### src/rtl/sp_conv_ctrl.sv
// Conversion timer, power-down state and acquisition-window checker.
// Assumes request edges arrive already synchronised to clk.
module sp_conv_ctrl #(
    parameter int CONV_CYCLES = 260,
    parameter int ACQ_CYCLES  = 48
) (
    input  logic clk,
    input  logic rst_n,
    input  logic req_level,
    input  logic req_rise,
    input  logic req_fall,
    input  logic setup_done,
    output logic go,
    output logic busy,
    output logic done,
    output logic asleep,
    output logic proto_err
);
    localparam int TW = $clog2(CONV_CYCLES + 1);
    localparam int AW = $clog2(ACQ_CYCLES + 1);

    logic [TW-1:0] timer;
    logic [AW-1:0] acq_left;

    assign go   = req_rise & ~busy;
    assign done = busy & (timer == '0);

    // Run the fixed-length conversion; new requests while busy are dropped.
    always_ff @(posedge clk) begin
        if (!rst_n) begin
            busy  <= 1'b0;
            timer <= '0;
        end else if (go) begin
            busy  <= 1'b1;
            timer <= TW'(CONV_CYCLES - 1);
        end else if (busy) begin
            if (timer == '0) busy <= 1'b0;
            else             timer <= timer - 1'b1;
        end
    end

    // Enter power-down when the request is still high at the end.
    always_ff @(posedge clk) begin
        if (!rst_n)                 asleep <= 1'b0;
        else if (done && req_level) asleep <= 1'b1;
        else if (req_fall)          asleep <= 1'b0;
    end

    // Count down the acquisition window opened by the last setup bit.
    always_ff @(posedge clk) begin
        if (!rst_n)             acq_left <= '0;
        else if (setup_done)    acq_left <= AW'(ACQ_CYCLES);
        else if (acq_left != '0) acq_left <= acq_left - 1'b1;
    end

    // Latch a protocol error on a request inside the acquisition window.
    always_ff @(posedge clk) begin
        if (!rst_n)                          proto_err <= 1'b0;
        else if (req_rise && acq_left != '0) proto_err <= 1'b1;
    end

    assert_no_restart_R2: assert property (@(posedge clk) disable iff (!rst_n)
        (busy && timer != '0) |=> (busy && timer == $past(timer) - 1'b1));

    assert_sleep_entry_R9: assert property (@(posedge clk) disable iff (!rst_n)
        $rose(asleep) |-> $past(busy && req_level));

    assert_err_sticky_R10: assert property (@(posedge clk) disable iff (!rst_n)
        proto_err |=> proto_err);
endmodule

### config.mk
export PLATFORM = sky130hd
export DESIGN_NAME = sp_conv_ctrl
export DESIGN_NICKNAME = d
export VERILOG_FILES = /design/src/rtl/sp_conv_ctrl.sv
export SDC_FILE = /design/constraint.sdc
export NUM_CORES = 1
export LEC_CHECK = 0
export ABC_AREA = 1
export BUFFER_PORTS_ARGS = -buffer_cell sky130_fd_sc_hd__buf_2
export CAP_MARGIN = 20
export CORE_MARGIN = 2
export CORE_UTILIZATION = 54
export DETAILED_ROUTE_END_ITERATION = 7
export PLACE_DENSITY_LB_ADDON = 0.2
export SYNTH_ARGS = -nofsm -noshare
export SYNTH_HDL_FRONTEND = slang
export SYNTH_SLANG_ARGS = --single-unit
### constraint.sdc
create_clock -name clk -period 1.4 [get_ports clk]
set_input_delay 0.14 -clock clk [delete_from_list [all_inputs] [get_ports clk]]
set_output_delay 0.14 -clock clk [all_outputs]
set_load 0.02 [all_outputs]
==> flow_metrics.tcl <==
set metrics [dict create \
    gp_congestion 0.8211 \
    die_x_um 46.05 \
    ir_worst_vdd_uv 1175 \
    cts-root-buf "clkbuf_4" \
    period_share 1.042 \
    r2r_slack_ns 0 \
    ys_types 18 \
    total_power_mw 1.536 \
    clk_latency_ns 0.29 \
    start_kind "flop" \
    status "finished with violations" \
    skew_ns 0.01605 \
    reg2regPathDepth 10 \
    dieArea_mm2 0.002120 \
    synth_area_leaders "dfxtp_1, nand2_1, a21oi_1" \
    multi_input_area_um2 596.8 \
    netlist_area_um2 954.7 \
    vias_per_cell 5.096 \
    leakage_nw 0.5719 \
    cts.sinks 18 \
    synth_nets 143 \
    slew_headroom 0.8274 \
    tns_ns -0.05993 \
    ys_seq_elements 18 \
    yosys.area.top_type "dfxtp_1" \
    overflow 0 \
    netlist_instances 134 \
    io_buffers 10 \
    first_pass_iters 4 \
    crit_fanout 4 \
    placed_area_mm2 0.001056 \
    antenna_found_initial 0 \
    slew_violations 0 \
    vias 907 \
    wl_per_cell_um 11.44 \
    clock_path_buffers 2 \
    drc_errors 0 \
    hold_depth 3 \
    grt_pass1_wl_mm 2.987 \
    drv_cap 0 \
    cts_buffers 3 \
    max_slew.worst_pin.slew_ns 0.2583 \
    synth_top_area_share 0.3775 \
    p_per_area_mw_per_mm2 1240 \
    fillCellCount 131 \
    setup_ws_ns -0.05855 \
    htreeDepth 1 \
    io_pins 11 \
    critPathCaptureType "output pin" \
    dp_hpwl_mm 1.335 \
    drive_above_1_share 0.3602 \
    grt_pass1_vias 726 \
    rows 15 \
    layout_min_cycle_time_ns 1.459 \
    die_h_um 46.05 \
    avgSynthCellArea_um2 7.124 \
    max_freq_mhz 685.6 \
    n_antenna_cell 0 \
    cts_hold_buf 0 \
    worstHoldPathType "input port to flop" \
    regArea_um2 372.9 \
    rsz0062_at_grt "true" \
    dp_slack_ns 0.06754 \
    fin_area_mm2 0.001239 \
    critPathArrivalTime_ns 1.32 \
    grt_max_degree 10 \
    start_util 0.5652 \
    path_clk_slew_ns 0.11 \
    path_class "flop to output pin" \
    hold_violations 0 \
    cts_tree "yes" \
    syn_to_final_growth_pct 29.75 \
    finalSetupViolCount 2 \
    critical_path_required_ns 1.26 \
    violations "setup timing" \
    grt.total_usage 0.1979 \
    drtIter0Drc 18 \
    drt_wl_total_mm 2.037 \
    detail-route-antenna-nets 0 \
    finalNetCount 172 \
    synth-seq-area-share 0.3775 \
    core_mm2 0.001689 \
    yosys_warnings 0 \
]
-- path summary, 6_finish.rpt --
check                              to                      from
min             timer[1]$_SDFFE_PN0P_                     rst_n
max reg2reg     timer[0]$_SDFFE_PN0P_     timer[7]$_SDFFE_PP0P_
min reg2reg  acq_left[0]$_SDFFE_PP0N_  acq_left[0]$_SDFFE_PP0N_
max                              done     timer[7]$_SDFFE_PP0P_
-- metal layers --
metal  share of wire  track usage  wire (um)
met5               0            0          0
met2            0.47       0.2917        950
met4          0.0069      0.08571         14
met1            0.49       0.2716        990
met3           0.039      0.04762         80
-- power breakdown --
group / leakage (nW) / switching [mW] / internal (mW)
clock network: 0.0138 / 0.150 / 0.0998
logic: 0.406 / 0.368 / 0.300
registers: 0.152 / 0.0485 / 0.570
-- worst max-delay path, cell delays in order (launching register included) --
cell and delay (ns):
dfxtp_2 0.36, nor2_1 0.15, nand2_2 0.09, nor2_4 0.14, nand2_2 0.08, nor2_4 0.10, buf_6 0.12
-- cells in the final DEF, fill, tap and decap left out, types with 3 or more instances in the layout --
master / synthesis / layout
a21oi_1: 14 / 12
a21oi_2: 2 / 4
buf_2: 0 / 9
buf_4: 0 / 10
buf_6: 0 / 4
clkbuf_4: 0 / 3
dfxtp_1: 18 / 10
dfxtp_2: 0 / 7
inv_1: 16 / 14
nand2_1: 35 / 33
nand2_2: 4 / 5
nand2_4: 2 / 3
nand3_1: 8 / 8
nor2_1: 17 / 14
nor2_4: 3 / 4
o21ai_0: 4 / 3
-- kinds of logic (layout without fill, tap and decap cells) --
kind of cell               Yosys count  count (layout)  share of synthesized area
and+or+nand+nor                     74              75                     0.3801
xor gates and xnor gates             3               3                    0.02753
DFF                                 18              18                     0.3775
adders and majority gates            3               3                    0.03932
buffers and inverters               16              42                    0.06291
AOI/OAI and AO/OA                   20              20                     0.1127
-- flip-flops by register name (all words and copies together), names as in the netlist --
| name | cells |
|---|---|
| timer | 9 |
| busy | 1 |
| asleep | 1 |
| proto_err | 1 |
| acq_left | 6 |
-- metrics by stage --
step,hold WS [ns],instances,utilization
after CTS,0.09836,169,0.6600
after global routing,0.1061,178,0.7333
after global placement,0.3890,165,0.6252
after floorplan,0.2604,134,-
final,0.1064,178,0.7333
after detailed placement,0.4045,165,0.6252
-- cells in the mapped netlist --
cell type / instances
ha_1: 3
xor2_1: 1
nand3b_1: 1
o21ai_0: 4
a21oi_1: 14
dfxtp_1: 18
xnor2_1: 2
or2_2: 1
nand3_1: 8
nor2_1: 17
nand4_1: 2
nand2_8: 1
inv_1: 16
nand2_2: 4
nand2_4: 2
nand2_1: 35
a21oi_2: 2
nor2_4: 3
-- cell type report --
cell class | count | share of cell area
timing repair buffer | 23 | 0.1333
sequential | 18 | 0.3010
inverter | 16 | 0.04848
multi-input combinational | 101 | 0.4818
tap | 17 | 0.01717
clock buffer | 3 | 0.01818
-- what timing repair did --
action,4_1_cts,5_1_grt
setup endpoints to repair,1,4
hold endpoints to repair,0,0
pin swaps,2,5
setup buffers,1,8
gates cloned,0,1
gates resized for setup,12,17
Power figures use the tool's default switching activity.
